**config.mk**
```make
export PLATFORM = sky130hd
export DESIGN_NAME = ring_capture_ctrl
export DESIGN_NICKNAME = d
export VERILOG_FILES = /design/src/rtl/cap_pkg.sv /design/src/rtl/cap_cfg_regs.sv /design/src/rtl/cap_decim.sv /design/src/rtl/cap_fsm.sv /design/src/rtl/ring_capture_ctrl.sv
export SDC_FILE = /design/constraint.sdc
export NUM_CORES = 1
export LEC_CHECK = 0
export BUFFER_PORTS_ARGS = -buffer_cell sky130_fd_sc_hd__buf_2
export CAP_MARGIN = 20
export CORE_ASPECT_RATIO = 0.5
export CORE_MARGIN = 5
export CORE_UTILIZATION = 25
export DETAILED_ROUTE_END_ITERATION = 10
export PLACE_DENSITY_LB_ADDON = 0.08
export SLEW_MARGIN = 20
export SYNTH_ARGS = -nofsm -noshare
export SYNTH_HDL_FRONTEND = slang
export SYNTH_SLANG_ARGS = --single-unit
```
**constraint.sdc**
```tcl
create_clock -name clk -period 4.2 [get_ports clk]
set_input_delay 0.84 -clock clk [delete_from_list [all_inputs] [get_ports clk]]
set_output_delay 0.84 -clock clk [all_outputs]
set_load 0.005 [all_outputs]
```
**src/rtl/cap_pkg.sv**
```systemverilog
package cap_pkg;
  typedef enum logic [1:0] {
    ST_IDLE = 2'd0,
    ST_PRE  = 2'd1,
    ST_POST = 2'd2
  } cap_state_e;

  localparam int DEC_W = 17;
  localparam int REG_W = 32;
  localparam int SRC_W = 4;

  localparam logic [2:0] RA_CTRL  = 3'd0;
  localparam logic [2:0] RA_SRC   = 3'd1;
  localparam logic [2:0] RA_DEC   = 3'd2;
  localparam logic [2:0] RA_DELAY = 3'd3;
  localparam logic [2:0] RA_CUR   = 3'd4;
  localparam logic [2:0] RA_TRIG  = 3'd5;

  function automatic logic dec_legal(input logic [DEC_W-1:0] v);
    case (v)
      17'd1, 17'd8, 17'd64, 17'd1024, 17'd8192, 17'd65536: dec_legal = 1'b1;
      default: dec_legal = 1'b0;
    endcase
  endfunction
endpackage

```
**src/rtl/cap_cfg_regs.sv**
```systemverilog
module cap_cfg_regs
  import cap_pkg::*;
#(
  parameter int AW    = 14,
  parameter int DLY_W = 32
) (
  input  logic              clk,
  input  logic              rst,
  input  logic              reg_wr,
  input  logic [2:0]        reg_addr,
  input  logic [REG_W-1:0]  reg_wdata,
  input  logic              trig_hit,
  input  logic [2:0]        status,
  input  logic [AW-1:0]     wr_ptr,
  input  logic [AW-1:0]     trig_ptr,
  output logic              arm_p,
  output logic              rst_p,
  output logic [DEC_W-1:0]  dec_q,
  output logic [DLY_W-1:0]  delay_q,
  output logic [REG_W-1:0]  reg_rdata
);
  logic [SRC_W-1:0] src_q;
  logic             ctrl_wr;

  assign ctrl_wr = reg_wr && (reg_addr == RA_CTRL);
  assign arm_p   = ctrl_wr && reg_wdata[0];
  assign rst_p   = ctrl_wr && reg_wdata[1];

  always_ff @(posedge clk) begin
    if (rst) begin
      src_q   <= '0;
      dec_q   <= DEC_W'(1);
      delay_q <= '0;
    end else begin
      if (trig_hit)
        src_q <= '0;
      else if (reg_wr && reg_addr == RA_SRC)
        src_q <= reg_wdata[SRC_W-1:0];
      if (reg_wr && reg_addr == RA_DEC && dec_legal(reg_wdata[DEC_W-1:0]))
        dec_q <= reg_wdata[DEC_W-1:0];
      if (reg_wr && reg_addr == RA_DELAY)
        delay_q <= reg_wdata[DLY_W-1:0];
    end
  end

  always_ff @(posedge clk) begin
    if (rst) begin
      reg_rdata <= '0;
    end else begin
      case (reg_addr)
        RA_CTRL:  reg_rdata <= REG_W'(status);
        RA_SRC:   reg_rdata <= REG_W'(src_q);
        RA_DEC:   reg_rdata <= REG_W'(dec_q);
        RA_DELAY: reg_rdata <= REG_W'(delay_q);
        RA_CUR:   reg_rdata <= REG_W'(wr_ptr);
        RA_TRIG:  reg_rdata <= REG_W'(trig_ptr);
        default:  reg_rdata <= '0;
      endcase
    end
  end

  AST_DEC_LEGAL: assert property (@(posedge clk) disable iff (rst) dec_legal(dec_q));
  AST_SRC_CLEAR: assert property (@(posedge clk) disable iff (rst) trig_hit |=> (src_q == '0));
endmodule

```
**src/rtl/cap_decim.sv**
```systemverilog
module cap_decim
  import cap_pkg::*;
(
  input  logic             clk,
  input  logic             rst,
  input  logic             run,
  input  logic             restart,
  input  logic [DEC_W-1:0] dec_q,
  output logic             tick
);
  logic [DEC_W-1:0] cnt;

  assign tick = run && (cnt >= dec_q - DEC_W'(1));

  always_ff @(posedge clk) begin
    if (rst || restart || !run)
      cnt <= '0;
    else if (tick)
      cnt <= '0;
    else
      cnt <= cnt + DEC_W'(1);
  end
endmodule

```
**src/rtl/cap_fsm.sv**
```systemverilog
module cap_fsm
  import cap_pkg::*;
#(
  parameter int SMP_W = 14,
  parameter int DEPTH = 16384,
  parameter int AW    = 14,
  parameter int DLY_W = 32
) (
  input  logic              clk,
  input  logic              rst,
  input  logic              arm_p,
  input  logic              rst_p,
  input  logic              trig_in,
  input  logic              tick,
  input  logic [DLY_W-1:0]  delay_q,
  input  logic [SMP_W-1:0]  adc_a,
  input  logic [SMP_W-1:0]  adc_b,
  output cap_state_e        state,
  output logic              done,
  output logic              trig_hit,
  output logic [AW-1:0]     wr_ptr,
  output logic [AW-1:0]     trig_ptr,
  output logic              buf_we,
  output logic [AW-1:0]     buf_addr,
  output logic [REG_W-1:0]  buf_dat_a,
  output logic [REG_W-1:0]  buf_dat_b
);
  logic [DLY_W-1:0] del_cnt;
  logic [AW-1:0]    nxt_ptr;
  logic             store;

  assign nxt_ptr  = (wr_ptr == AW'(DEPTH-1)) ? '0 : wr_ptr + AW'(1);
  assign store    = (state != ST_IDLE) && tick && !rst_p;
  assign trig_hit = (state == ST_PRE) && trig_in && !arm_p && !rst_p;

  always_ff @(posedge clk) begin
    if (rst) begin
      buf_we    <= 1'b0;
      buf_addr  <= '0;
      buf_dat_a <= '0;
      buf_dat_b <= '0;
      wr_ptr    <= '0;
    end else begin
      buf_we <= store;
      if (store) begin
        buf_addr  <= wr_ptr;
        buf_dat_a <= {{(REG_W-SMP_W){adc_a[SMP_W-1]}}, adc_a};
        buf_dat_b <= {{(REG_W-SMP_W){adc_b[SMP_W-1]}}, adc_b};
        wr_ptr    <= nxt_ptr;
      end
    end
  end

  always_ff @(posedge clk) begin
    if (rst) begin
      state    <= ST_IDLE;
      done     <= 1'b0;
      trig_ptr <= '0;
      del_cnt  <= '0;
    end else if (rst_p) begin
      state <= ST_IDLE;
      done  <= 1'b0;
    end else if (arm_p) begin
      state <= ST_PRE;
      done  <= 1'b0;
    end else begin
      case (state)
        ST_PRE: if (trig_in) begin
          trig_ptr <= tick ? nxt_ptr : wr_ptr;
          if (delay_q == '0) begin
            state <= ST_IDLE;
            done  <= 1'b1;
          end else begin
            state   <= ST_POST;
            del_cnt <= delay_q;
          end
        end
        ST_POST: if (tick) begin
          del_cnt <= del_cnt - DLY_W'(1);
          if (del_cnt == DLY_W'(1)) begin
            state <= ST_IDLE;
            done  <= 1'b1;
          end
        end
        default: ;
      endcase
    end
  end

  AST_IDLE_QUIET:    assert property (@(posedge clk) disable iff (rst) (state == ST_IDLE) |=> !buf_we);
  AST_POST_NONZERO:  assert property (@(posedge clk) disable iff (rst) (state == ST_POST) |-> (del_cnt != '0));
  AST_DONE_IS_IDLE:  assert property (@(posedge clk) disable iff (rst) done |-> (state == ST_IDLE));
  AST_TRIG_PTR_HOLD: assert property (@(posedge clk) disable iff (rst) (state != ST_PRE) |=> $stable(trig_ptr));
endmodule

```
**src/rtl/ring_capture_ctrl.sv**
```systemverilog
module ring_capture_ctrl
  import cap_pkg::*;
#(
  parameter int SMP_W = 14,
  parameter int DEPTH = 16384,
  parameter int DLY_W = 32,
  localparam int AW   = $clog2(DEPTH)
) (
  input  logic             clk,
  input  logic             rst,
  input  logic             reg_wr,
  input  logic [2:0]       reg_addr,
  input  logic [31:0]      reg_wdata,
  output logic [31:0]      reg_rdata,
  input  logic [SMP_W-1:0] adc_a,
  input  logic [SMP_W-1:0] adc_b,
  input  logic             trig_in,
  output logic             buf_we,
  output logic [AW-1:0]    buf_addr,
  output logic [31:0]      buf_dat_a,
  output logic [31:0]      buf_dat_b
);
  logic             arm_p, rst_p, tick, done, trig_hit;
  logic [DEC_W-1:0] dec_q;
  logic [DLY_W-1:0] delay_q;
  logic [AW-1:0]    wr_ptr, trig_ptr;
  cap_state_e       state;
  logic [2:0]       status;

  assign status = {done, state == ST_POST, state == ST_PRE};

  cap_cfg_regs #(.AW(AW), .DLY_W(DLY_W)) u_regs (
    .clk(clk), .rst(rst), .reg_wr(reg_wr), .reg_addr(reg_addr),
    .reg_wdata(reg_wdata), .trig_hit(trig_hit), .status(status),
    .wr_ptr(wr_ptr), .trig_ptr(trig_ptr), .arm_p(arm_p), .rst_p(rst_p),
    .dec_q(dec_q), .delay_q(delay_q), .reg_rdata(reg_rdata)
  );

  cap_decim u_decim (
    .clk(clk), .rst(rst), .run(state != ST_IDLE), .restart(arm_p || rst_p),
    .dec_q(dec_q), .tick(tick)
  );

  cap_fsm #(.SMP_W(SMP_W), .DEPTH(DEPTH), .AW(AW), .DLY_W(DLY_W)) u_fsm (
    .clk(clk), .rst(rst), .arm_p(arm_p), .rst_p(rst_p), .trig_in(trig_in),
    .tick(tick), .delay_q(delay_q), .adc_a(adc_a), .adc_b(adc_b),
    .state(state), .done(done), .trig_hit(trig_hit), .wr_ptr(wr_ptr),
    .trig_ptr(trig_ptr), .buf_we(buf_we), .buf_addr(buf_addr),
    .buf_dat_a(buf_dat_a), .buf_dat_b(buf_dat_b)
  );
endmodule

```
==> impl_metrics.yaml <==
synthesis:
  yosys.area_share.simple_pct: 23.8
  synth_area_um2: 9980
  synth_cell_types: 67
  synth_nets: 1316
  synthFlopType: "dfxtp_1"
  synth_mux_area_share_pct: 4.07
  synth.avg_cell_area_um2: 8.14
  synth_seq_cells: 208
  synth_cells: 1227
  yosys_warnings: 0
  async_flop_share_pct: 0
  yosys.area_share.adder_pct: 2.86
  synth-xor-area-share_pct: 2.63
  synth.area.top_cells: "dfxtp_1 42%, nand2_1 8.2%, a21oi_1 6.1%"
  synth_top_family_by_area: "simple AND/OR/NAND/NOR gates"
  synth_seq_area_share_pct: 41.7
  synth_top_area_share_pct: 41.7
  synth_edf_count: 0
  yosysTopAreaCell: "dfxtp_1"
  synth_compound_area_share_pct: 18.4
global_routing:
  grt_usage_pct: 14.8
  grt_overflow: 0
  grt_pass1_wl_mm: 52.5
  grt_pass1_vias: 8809
  antenna_found_initial: 0
  grt_max_degree: 66
die:
  start_util_pct: 25.5
  dieHeight_um: 151
  num_rows: 51
  core_area_um2: 39200
  dieArea_um2: 44300
  dieWidth_um: 293
  boundaryPins: 178
timing:
  fin_crit_ns: 3.90
  slew_violations: 0
  hold_violations: 0
  period_share_pct: 92.9
  finalSetupViolCount: 0
  relSlewSlack_pct: 37.4
  clock.fmax_ghz: 0.256
  setup_tns_ns: 0
  finalClockSkew_ns: 0.0126
  tightestPinTransition_ns: 0.926
  rsz0062_at_grt: "no"
worst_setup_path:
  required_ns: 4.61
  start_kind: "flip-flop"
  crit_arrival_ns: 4.31
  crit_path_max_fanout: 49
  crit_type: "reg2reg"
  critPathCaptureType: "flip-flop"
power:
  total_power_mw: 4.43
  clkPwrFrac_pct: 50.2
  p_sw_mw: 1.01
  seq_power_share_pct: 45.2
  p_comb_share_pct: 4.6
  irDropWorstVdd_mv: 0.268
  p_sw_share_pct: 22.8
  powerDensity_nw_per_um2: 366
  internal_power_mw: 3.42
  p_leak_nw: 4.58
detailed_routing:
  ant_nets: 0
  via_per_inst: 4.82
  route.detailed.drc: 0
  vias: 9103
  drt-initial-drc-count: 593
  dr.pass1.iters: 5
  wl_per_cell_um: 17.9
  drt_wl_total_mm: 33.8
worst_hold_path:
  min_path_type: "reg2reg"
cts:
  clk_path_buf_depth: 3
  clock_sink_count: 208
  cts_tree: "yes"
  clk_latency_ns: 0.53
  cts-buffers-inserted: 22
  clk_pin_slew_ns: 0.07
  htree_levels: 1
  cts_hold_buffers: 0
  clockRootBuffer: "clkbuf_16"
placed_design:
  dp_cells: 1850
  dp_hpwl_mm: 24.1
  gp_congestion: 0.780
  io_buffers: 177
cells_and_area:
  fin_cells: 1890
  final_common_cell: "nand2_1"
  drive_gt1_share_pct: 19.6
  final_util_pct: 30.8
  antennaDiodeCount: 0
  layout_common_cells: "218 x nand2_1, 208 x dfxtp_1, 176 x buf_2"
  nets: 1434
  area_delta_synth_final_pct: 21.0
flow_run:
  max_cap_viol_count: 0
outcome:
  status: "completed"
[worst paths after layout]
path | from | to | slack, ns | cells past startpoint
setup / recovery | u_regs.dec_q[2] | u_fsm.wr_ptr[9] | 0.30 | 14
hold / removal | u_fsm.buf_dat_b[9] | u_fsm.buf_dat_b[9] | 0.45 | 2
setup reg to reg | u_regs.dec_q[2] | u_fsm.wr_ptr[9] | 0.30 | 14
hold reg to reg | u_fsm.buf_dat_b[9] | u_fsm.buf_dat_b[9] | 0.45 | 2
[sequential cells by signal (all words and copies together) (netlist names)]
| name | flops |
|---|---|
| u_regs.dec_q | 17 |
| u_regs.delay_q | 32 |
| u_regs.reg_rdata | 32 |
| u_fsm.buf_dat_a | 14 |
| u_decim.cnt | 17 |
| u_fsm.done | 1 |
| u_regs.src_q | 4 |
| u_fsm.del_cnt | 32 |
| u_fsm.wr_ptr | 14 |
| u_fsm.trig_ptr | 14 |
| u_fsm.buf_dat_b | 14 |
| u_fsm.buf_addr | 14 |
| u_fsm.buf_we | 1 |
| u_fsm.state | 2 |
[through the flow]
step | area (µm²) | hold slack [ns] | setup WS (ns)
2_1_floorplan | 9980 | 0.441 | 0.514
3_3_place_gp | 11200 | 0.438 | 0.0649
3_5_place_dp | 11200 | 0.445 | 0.0241
4_1_cts | 12000 | 0.454 | 0.0567
5_1_grt | 12100 | 0.473 | 0.0269
6_report | 12100 | 0.451 | 0.299
[cell usage after synthesis (3+ instances only)]
master,n
o22a_1,3
and2_1,41
o21a_1,4
nand2b_1,5
and3_1,7
a21oi_1,122
o41ai_1,5
nor4_1,20
clkbuf_1,61
o211ai_1,8
a31oi_1,13
buf_1,3
nor4b_1,5
o22ai_1,13
o21ai_0,56
nor2_1,80
a21boi_0,3
mux2i_1,35
nand2_1,219
nand3_1,28
dfxtp_1,208
buf_2,10
a22oi_1,12
nor2b_1,6
or2_2,4
nor3_1,30
mux2_2,5
nor3b_1,3
or4_1,9
xnor2_1,17
ha_1,22
inv_1,22
xor2_1,13
a311oi_1,9
or3_1,24
a32o_1,14
buf_4,36
o32ai_1,10
nand4_1,10
[worst max-delay path: stages, from the launching register on]
cell      delay (ns)
dfxtp_1         0.36
or4_1           0.58
nor2_2          0.16
nand2_1         0.17
nor4b_2         0.32
xnor2_1         0.13
ha_1            0.32
nand4_2         0.16
nor2_1          0.26
a211oi_4        0.15
buf_4           0.18
a311oi_4        0.28
buf_12          0.26
nand2_1         0.08
o41ai_1         0.34
[per-layer routing]
| metal | vias up | wire length, µm | global-route usage (%) |
|---|---|---|---|
| li1 | 4550 | - | - |
| met3 | 33 | 1380 | 2.43 |
| met2 | 190 | 15200 | 23.6 |
| met1 | 4330 | 16700 | 21.3 |
| met5 | - | 0 | 0 |
| met4 | 0 | 559 | 2.81 |
[cell families after synthesis]
logic type / after synthesis
AND/OR/NAND/NOR: 499
AO/OA/AOI/OAI: 295
flip-flops: 208
buffers and inverters: 132
multiplexers: 40
XOR/XNOR: 30
adder cells (fa/ha/maj): 23
[power by group through the flow]
stage	combinational [mW]	sequential, mW	clock [mW]
after floorplan	0.117	2.04	0
after CTS	0.208	2.00	2.31
after global routing	0.227	2.00	2.39
final	0.205	2.00	2.22
after global placement	0.207	2.05	0
after detailed placement	0.208	2.05	0
[area by class of cell]
type | instances | area (µm²)
repair buffers | 204 | 1120
flip-flops and latches | 208 | 4160
well taps | 530 | 663
fillers | 4242 | 27100
clock inverters | 8 | 165
clock buffers | 31 | 636
multi-input cells | 887 | 5260
inverters | 22 | 82.6
[repair_timing]
| item | 4_1_cts | 5_1_grt |
|---|---|---|
| buffers inserted | 0 | 1 |
| endpoints found under the setup margin | 4 | 113 |
| pin swaps | 0 | 4 |
| gates resized for setup | 1 | 8 |
Power figures use the tool's default switching activity.
